File: src/rtl/i2c_target_port.sv
module i2c_target_port #(
  parameter int SYNC_STAGES = 2
) (
  input  logic       clk,
  input  logic       rst_n,
  input  logic       scl_i,
  input  logic       sda_i,
  output logic       scl_oe,
  output logic       sda_oe,
  input  logic [6:0] own_addr_a,
  input  logic [6:0] own_addr_b,
  input  logic       gcall_off,
  input  logic       ctrl_we,
  input  logic [3:0] ctrl_wdata,
  input  logic       dat_rd,
  input  logic       dat_wr,
  input  logic [7:0] dat_wdata,
  output logic [7:0] dat_rdata,
  output logic       pend_n,
  output logic       nbb,
  output logic       aas,
  output logic       trx,
  output logic       lrb,
  output logic       ber,
  output logic       ext_stop,
  output logic       irq
);
  localparam int DW = 8;
  localparam logic [3:0] LAST_BIT = 4'(DW);
  localparam logic [3:0] MID_BYTE = 4'd2;

  typedef enum logic [3:0] {
    S_IDLE, S_ADDR, S_AACK, S_RX, S_RXACK, S_RXWAIT,
    S_TX, S_TXACK, S_TXWAIT, S_TXDONE
  } state_t;

  state_t state;
  logic [SYNC_STAGES-1:0] scl_sr, sda_sr;
  logic scl_s, sda_s, scl_d, sda_d;
  logic start_c, stop_c, rise, fall, in_byte, match;
  logic [3:0] bitcnt;
  logic [DW-1:0] shreg, rx_q;
  logic ien, ack_en, eso, drive_ack;

  assign scl_s   = scl_sr[SYNC_STAGES-1];
  assign sda_s   = sda_sr[SYNC_STAGES-1];
  assign start_c = scl_s & scl_d & sda_d & ~sda_s;
  assign stop_c  = scl_s & scl_d & ~sda_d & sda_s;
  assign rise    = ~scl_d & scl_s;
  assign fall    = scl_d & ~scl_s;
  assign in_byte = (state == S_ADDR || state == S_RX || state == S_TX) && bitcnt >= MID_BYTE;
  assign match   = (shreg[7:1] == own_addr_a) || (shreg[7:1] == own_addr_b) ||
                   (shreg[7:1] == 7'd0 && !gcall_off);

  assign scl_oe    = eso && (state == S_RXWAIT || state == S_TXWAIT);
  assign sda_oe    = eso && (state == S_AACK || (state == S_RXACK && drive_ack) ||
                             (state == S_TX && !shreg[7]));
  assign dat_rdata = rx_q;
  assign irq       = ien && (!pend_n || ber || ext_stop);

  always_ff @(posedge clk or negedge rst_n) begin
    if (!rst_n) begin
      scl_sr <= '1;
      sda_sr <= '1;
      scl_d  <= 1'b1;
      sda_d  <= 1'b1;
    end else begin
      scl_sr <= {scl_sr[SYNC_STAGES-2:0], scl_i};
      sda_sr <= {sda_sr[SYNC_STAGES-2:0], sda_i};
      scl_d  <= scl_s;
      sda_d  <= sda_s;
    end
  end

  always_ff @(posedge clk or negedge rst_n) begin
    if (!rst_n) begin
      state     <= S_IDLE;
      bitcnt    <= '0;
      shreg     <= '0;
      rx_q      <= '0;
      drive_ack <= 1'b0;
      pend_n    <= 1'b1;
      nbb       <= 1'b1;
      aas       <= 1'b0;
      trx       <= 1'b0;
      lrb       <= 1'b0;
      ber       <= 1'b0;
      ext_stop  <= 1'b0;
      ien       <= 1'b0;
      ack_en    <= 1'b0;
      eso       <= 1'b0;
    end else begin
      if (start_c) nbb <= 1'b0;
      if (stop_c)  nbb <= 1'b1;
      if (stop_c && eso) ext_stop <= 1'b1;
      if (dat_rd || dat_wr) pend_n <= 1'b1;

      if (!eso) begin
        state <= S_IDLE;
      end else if ((start_c || stop_c) && in_byte) begin
        ber   <= 1'b1;
        state <= S_IDLE;
      end else if (start_c) begin
        state  <= S_ADDR;
        bitcnt <= '0;
      end else if (stop_c) begin
        state <= S_IDLE;
      end else begin
        case (state)
          S_ADDR, S_RX: begin
            if (rise) begin
              shreg  <= {shreg[DW-2:0], sda_s};
              bitcnt <= bitcnt + 4'd1;
            end else if (fall && bitcnt == LAST_BIT) begin
              if (state == S_ADDR) begin
                if (match && ack_en) begin
                  state <= S_AACK;
                  aas   <= 1'b1;
                  trx   <= shreg[0];
                  rx_q  <= shreg;
                end else begin
                  state <= S_IDLE;
                end
              end else begin
                rx_q      <= shreg;
                drive_ack <= ack_en;
                state     <= S_RXACK;
              end
            end
          end
          S_AACK: if (fall) begin
            pend_n <= 1'b0;
            state  <= trx ? S_TXWAIT : S_RXWAIT;
          end
          S_RXACK: if (fall) begin
            pend_n <= 1'b0;
            state  <= drive_ack ? S_RXWAIT : S_IDLE;
          end
          S_RXWAIT: if (dat_rd) begin
            state  <= S_RX;
            bitcnt <= '0;
          end
          S_TX: begin
            if (rise) begin
              bitcnt <= bitcnt + 4'd1;
            end else if (fall) begin
              if (bitcnt == LAST_BIT) state <= S_TXACK;
              else shreg <= {shreg[DW-2:0], 1'b0};
            end
          end
          S_TXACK: begin
            if (rise) begin
              lrb <= sda_s;
            end else if (fall) begin
              pend_n <= 1'b0;
              state  <= lrb ? S_TXDONE : S_TXWAIT;
            end
          end
          S_TXWAIT: if (dat_wr) begin
            shreg  <= dat_wdata;
            bitcnt <= '0;
            state  <= S_TX;
          end
          S_TXDONE: if (dat_wr) state <= S_IDLE;
          default: ;
        endcase
      end

      if (ctrl_we) begin
        ien    <= ctrl_wdata[0];
        ack_en <= ctrl_wdata[1];
        eso    <= ctrl_wdata[2];
        if (ctrl_wdata[3]) begin
          pend_n   <= 1'b1;
          aas      <= 1'b0;
          lrb      <= 1'b0;
          ber      <= 1'b0;
          ext_stop <= 1'b0;
          state    <= S_IDLE;
        end
      end
    end
  end
endmodule

File: config.mk
export PLATFORM = sky130hd
export DESIGN_NAME = i2c_target_port
export DESIGN_NICKNAME = d
export VERILOG_FILES = /design/src/rtl/i2c_target_port.sv
export SDC_FILE = /design/constraint.sdc
export NUM_CORES = 1
export LEC_CHECK = 0
export BUFFER_PORTS_ARGS = -buffer_cell sky130_fd_sc_hd__buf_2
export CAP_MARGIN = 20
export CORE_ASPECT_RATIO = 1.2
export CORE_MARGIN = 5
export CORE_UTILIZATION = 49
export DETAILED_ROUTE_END_ITERATION = 16
export PLACE_DENSITY = 0.79
export REMOVE_ABC_BUFFERS = 1
export SLEW_MARGIN = 5
export SYNTH_ARGS = -nofsm -noshare
export SYNTH_HDL_FRONTEND = slang
export SYNTH_SLANG_ARGS = --single-unit
File: constraint.sdc
create_clock -name clk -period 1.9 [get_ports clk]
set_input_delay 0.38 -clock clk [delete_from_list [all_inputs] [get_ports clk]]
set_output_delay 0.38 -clock clk [all_outputs]
set_load 0.01 [all_outputs]
==> results_dict.tcl, run 1 <==
set metrics [dict create \
    finalSetupViolCount 11 \
    status "finished with violations" \
    area_growth_syn_to_layout_pct 53.19 \
    die_area_um2 6660 \
    cap_violations 0 \
    violations "negative setup slack" \
    hpwlAfterDp_um 5684 \
    multi_input_area_um2 1625 \
    nNetsFinal 434 \
    synth-warning-count 0 \
    num-fill-cells 297 \
    syn_inst 266 \
    core-area_um2 4940 \
    setup_ws_ns -0.1791 \
    tns_ns -1.520 \
    seq_area_um2 1042 \
    async_reset_ff_frac 1.000 \
    root_buffer "clkbuf_8" \
    final_common_cell "buf_4" \
    cts_sinks 41 \
    die_w_um 75.34 \
    vias_per_cell 5.917 \
    critPathLaunchType "register" \
    stdcell_count 458 \
    cts_buffer_depth 2 \
    drc 0 \
    vias 2710 \
    port_buffers 51 \
    insertion_delay_ns 0.30 \
    tightest_slew_ns 0.5125 \
    cp.arrival_ns 2.27 \
    ant_nets 0 \
    rsz0062_at_grt "yes" \
    worst-setup-path-type "reg -> reg" \
    max_freq_ghz 0.4810 \
    htree_levels 2 \
    slew_violations 0 \
    first_pass_iters 5 \
    max-vdd-ir-drop_uv 732.4 \
    leakage_nw 1.839 \
    synth-seq-cells 41 \
    rows 28 \
    crit_fanout 6 \
    synth_edf_count 0 \
    hold_class "in -> async" \
    place.gp.congestion 0.9426 \
    power_density_nw_per_um2 648.9 \
    endpoint_kind "register" \
    syn_avg_cell_area_um2 9.436 \
    grt_pass1_wl_um 12290 \
    yosys.cell_types.count 56 \
    post_drt_wl_per_cell_um 18.99 \
    synth-main-ff-cell "dfrtp_1" \
    first_iter_violations 167 \
    finalCritPeriodShare 1.094 \
    whs_ns 0.04307 \
    numCtsBuffers 5 \
    power_mw 2.495 \
    place_inst 425 \
    grt_pass1_vias 2604 \
    overflow 0 \
    hold_violations 0 \
    final_cell_mix "75 x buf_4, 51 x buf_2, 40 x nand2_1, 28 x dfrtp_1, 17 x mux2_4" \
    ctsHoldBuffers 0 \
    antenna_found_initial 0 \
    grtUsageTotal 0.2446 \
    min_period_ns 2.079 \
    cp_data_required_time_ns 2.09 \
    start_util 0.5081 \
    tritoncts "done" \
    synth.cell_area_um2 2510 \
    clk_pin_slew_ns 0.09 \
    wirelength_um 8699 \
    die_h_um 88.40 \
    antennaDiodeCount 0 \
    drive_gt1_frac 0.5327 \
    grt_start_max_net_pins 23 \
    io_pins 52 \
    synth-seq-area-share 0.4128 \
    slew_headroom 0.6583 \
    finClkSkew_ns 0.007789 \
]
[cell usage after synthesis (2+ instances only)]
cell	number	area share
a21boi_0	2	0.0060
a21o_1	2	0.0060
a21oi_1	14	0.028
a22o_1	2	0.0070
a311oi_1	2	0.0070
a31oi_1	2	0.0050
and3b_1	2	0.0070
buf_2	3	0.0060
clkbuf_1	8	0.012
dfrtp_1	33	0.33
dfstp_2	8	0.084
ha_1	3	0.015
inv_1	7	0.010
mux2_2	20	0.090
mux2i_1	5	0.020
nand2_1	42	0.063
nand2b_1	2	0.0050
nand3_1	7	0.014
nand4_1	2	0.0050
nor2_1	13	0.019
nor2b_1	7	0.017
nor3_1	6	0.012
nor3_2	2	0.0080
nor4_1	5	0.012
o211a_1	2	0.0080
o211ai_1	4	0.012
o21ai_0	14	0.028
o31ai_1	3	0.0090
o32ai_1	2	0.0070
xnor2_1	5	0.017
xor2_1	12	0.042
[timing repair]
item,4_1_cts,5_1_grt
pin swaps,8,17
endpoints found under the setup margin,22,26
buffers inserted,10,16
cloned,0,0
gates resized for setup,33,38
[kinds of logic after synthesis]
kind of cell	after synthesis	synth area share
compound gates	60	0.1665
xor+xnor	17	0.05932
fa+ha+maj	3	0.01496
buf+inv	20	0.03440
flops	41	0.4128
mux	26	0.1142
simple gates	99	0.1979
[cell type report]
cell class	instances	share of cell area
multi-input combinational	205	0.4227
sequential	41	0.2711
clock buffer	5	0.01790
clock inverter	3	0.01139
inverter	7	0.006834
timing repair buffer	137	0.2506
tap	60	0.01952
[layer usage]
metal	up-vias	wire length [um]	GRT usage
met1	1299	3165	0.2577
met5	-	0	0
li1	1222	-	-
met3	38	646	0.05682
met4	0	368	0.1081
met2	151	4519	0.4517
[metrics by stage]
step | instance area (um2) | setup slack, ns | utilization
global route | 3845 | -0.2190 | 0.7784
CTS | 3576 | -0.1270 | 0.7239
floorplan | 2450 | -0.3282 | -
detailed placement | 3263 | -0.1669 | 0.6606
global placement | 3263 | -0.1265 | 0.6606
finish | 3845 | -0.1791 | 0.7784
[critical path: stages (launching register included)]
cell and delay [ns]:
dfrtp_2 0.47, xor2_1 0.18, nor4_2 0.24, nand4_1 0.22
a311oi_4 0.35, buf_6 0.19, mux2_4 0.32
[power breakdown]
part / switching [mW] / total, mW / internal [mW]
Sequential: 0.0713 / 1.02 / 0.946
Combinational: 0.346 / 0.747 / 0.401
Clock: 0.336 / 0.730 / 0.394
[flip-flops by register name, indices dropped and copies added, names as in the netlist]
name	flops
drive_ack	1
sda_d	1
pend_n	1
scl_sr	2
bitcnt	4
ack_en	1
nbb	1
eso	1
dat_rdata	8
aas	1
trx	1
sda_sr	2
state	4
ber	1
scl_d	1
ien	1
ext_stop	1
shreg	8
lrb	1
[final timing paths]
path                                 startpoint                  endpoint  slack, ns  depth (start not counted)
min                                       rst_n             lrb$_DFF_PN0_       0.04                          1
max                        shreg[3]$_DFFE_PN0P_  dat_rdata[6]$_DFFE_PN0P_      -0.18                          6
max reg2reg                shreg[3]$_DFFE_PN0P_  dat_rdata[6]$_DFFE_PN0P_      -0.18                          6
min reg2reg                 scl_sr[0]$_DFF_PN1_       scl_sr[1]$_DFF_PN1_       0.36                          0
max in group asynchronous                 rst_n        state[1]$_DFF_PN0_       1.35                          2
min in group clk                          sda_i       sda_sr[0]$_DFF_PN1_       0.17                          1
(Power assumes the default switching activity.)
==> inputs of run 2 (changes only) <==
--- a/config.mk
+++ b/config.mk
@@ -7,7 +7,7 @@
 export LEC_CHECK = 0
 export BUFFER_PORTS_ARGS = -buffer_cell sky130_fd_sc_hd__buf_2
 export CAP_MARGIN = 20
-export CORE_ASPECT_RATIO = 1.2
+export CORE_ASPECT_RATIO = 0.7
 export CORE_MARGIN = 5
 export CORE_UTILIZATION = 49
 export DETAILED_ROUTE_END_ITERATION = 16
==> results_dict.tcl, run 2 (same netlist as run 1, synthesis figures left out) <==
set metrics [dict create \
    ant_nets 0 \
    status "finished with violations" \
    num-fill-cells 279 \
    worst-setup-path-type "reg -> reg" \
    slew_headroom 0.5876 \
    wl_met2_um 4426 \
    first_pass_iters 6 \
    drc 0 \
    tritoncts "done" \
    cp_data_required_time_ns 2.10 \
    tightest_slew_ns 0.6187 \
    grt_pass1_wl_um 13390 \
    core-area_um2 4861 \
    violations "negative setup slack" \
    start_util 0.5163 \
    reg2reg_depth 6 \
    post_drt_wl_per_cell_um 21.40 \
    final_common_cell "buf_4" \
    first_iter_violations 378 \
    finalSetupViolCount 27 \
    grt_pass1_vias 2674 \
    area_growth_syn_to_layout_pct 51.05 \
    r2r-end "dat_rdata[1]$_DFFE_PN0P_" \
    die_area_um2 6676 \
    place.gp.congestion 0.9975 \
    wirelength_um 9780 \
    p_seq_frac 0.409 \
    insertion_delay_ns 0.31 \
    r2r_start "shreg[3]$_DFFE_PN0P_" \
    vias 2872 \
    leakage_nw 1.797 \
    swShare 0.3214 \
    port_buffers 51 \
    nNetsFinal 424 \
    htree_levels 2 \
    fin_area_um2 3791 \
    dpl_worst_slack_ns -0.2083 \
    max-vdd-ir-drop_uv 614.0 \
    combPwrFrac 0.295 \
    cap_violations 0 \
    highest_layer "met4" \
    rows 21 \
    fin_util 0.7799 \
    antennaDiodeCount 0 \
    grt_start_max_net_pins 25 \
    vias_per_cell 6.284 \
    drive_gt1_frac 0.5284 \
    crit_fanout 6 \
    wl_met1_um 3688 \
    cts_buffer_depth 2 \
    placedInstanceArea_um2 3267 \
    slew_violations 0 \
    hold_class "in -> async" \
    overflow 0 \
    die_h_um 69.88 \
    finalCritPeriodShare 1.175 \
    hpwlAfterDp_um 6031 \
    antenna_found_initial 0 \
    met3_length_um 1198 \
    power_density_nw_per_um2 662.6 \
    finClkSkew_ns 0.01324 \
    io_pins 52 \
    final_cell_mix "63 x buf_4, 51 x buf_2, 39 x nand2_1, 29 x dfrtp_1, 16 x mux2_4" \
    numCtsBuffers 5 \
    max_freq_ghz 0.4480 \
    min_period_ns 2.232 \
    die_w_um 95.54 \
    p_int_mw 1.705 \
    worst-r2r-setup-slack_ns -0.33 \
    multi_input_area_um2 1634 \
    critPathLaunchType "register" \
    cts_sinks 41 \
    rsz0062_at_grt "yes" \
    switching_power_mw 0.8075 \
    root_buffer "clkbuf_8" \
    hold_violations 0 \
    grtUsageTotal 0.2557 \
    seq_area_um2 1041 \
    endpoint_kind "register" \
    pwr-share-clk 0.295 \
    cp.arrival_ns 2.43 \
    setup_ws_ns -0.3321 \
    clk_pin_slew_ns 0.09 \
]
run 2: cell count changes in the layout (fill, tap and decap cells not counted), sizes merged:
cell	delta
buf	-10
clkbuf	+1
inv	-1
run 2: how the worst max path moves through the flow:
stage | startpoint | to | slack, ns | depth (start not counted)
after floorplan | state[2]$_DFF_PN0_ | bitcnt[2]$_DFFE_PN0P_ | -0.33 | 5
after global placement | own_addr_b[5] | dat_rdata[0]$_DFFE_PN0P_ | -0.11 | 7
after detailed placement | own_addr_b[5] | dat_rdata[1]$_DFFE_PN0P_ | -0.21 | 7
after CTS | shreg[6]$_DFFE_PN0P_ | dat_rdata[1]$_DFFE_PN0P_ | -0.10 | 6
after global routing | shreg[2]$_DFFE_PN0P_ | dat_rdata[0]$_DFFE_PN0P_ | -0.39 | 6
final | shreg[3]$_DFFE_PN0P_ | dat_rdata[1]$_DFFE_PN0P_ | -0.33 | 6
run 2: layer usage:
layer | track usage | vias to the layer above
li1 | - | 1204
met1 | 0.3521 | 1353
met2 | 0.3852 | 250
met3 | 0.08369 | 65
met4 | 0.06782 | 0
met5 | 0 | -
run 2: what timing repair did:
item | 4_1_cts | 5_1_grt
setup buffers | 5 | 12
endpoints found under the hold margin | 0 | 0
setup endpoints to repair | 23 | 25
pin swaps | 9 | 13
gates resized for setup | 27 | 53
hold buffers | 0 | 0
run 2: layout make-up:
cell class              instances  share of cell area
inverters                       7            0.006931
repair buffers                127              0.2353
well taps                      69             0.02277
clock buffers                   6             0.01914
flip-flops and latches         41              0.2746
clock inverters                 2             0.01023
multi-input cells             205              0.4310
run 2: through the flow:
step / instances / TNS, ns / hold WS [ns] / total power, mW
6_report: 457 / -3.694 / 0.07374 / 2.512
2_1_floorplan: 253 / -3.528 / 0.08441 / 1.259
5_1_grt: 457 / -5.489 / 0.1120 / 2.593
4_1_cts: 446 / -0.9607 / 0.08482 / 2.348
3_5_place_dp: 433 / -1.876 / 0.3542 / 1.575
3_3_place_gp: 433 / -0.9186 / 0.3459 / 1.543
run 2: power groups by stage:
stage	Combinational [mW]	Clock (mW)	Sequential [mW]
2_1_floorplan	0.226	0	1.03
3_3_place_gp	0.516	0	1.03
3_5_place_dp	0.542	0	1.03
4_1_cts	0.609	0.727	1.01
5_1_grt	0.788	0.773	1.03
6_report	0.742	0.742	1.03
run 2: critical path: stages, from the launching register on:
cell	delay (ns)
dfrtp_2	0.47
xor2_1	0.16
nor4_1	0.35
nand4_1	0.26
a311oi_4	0.36
buf_6	0.19
mux2_4	0.31
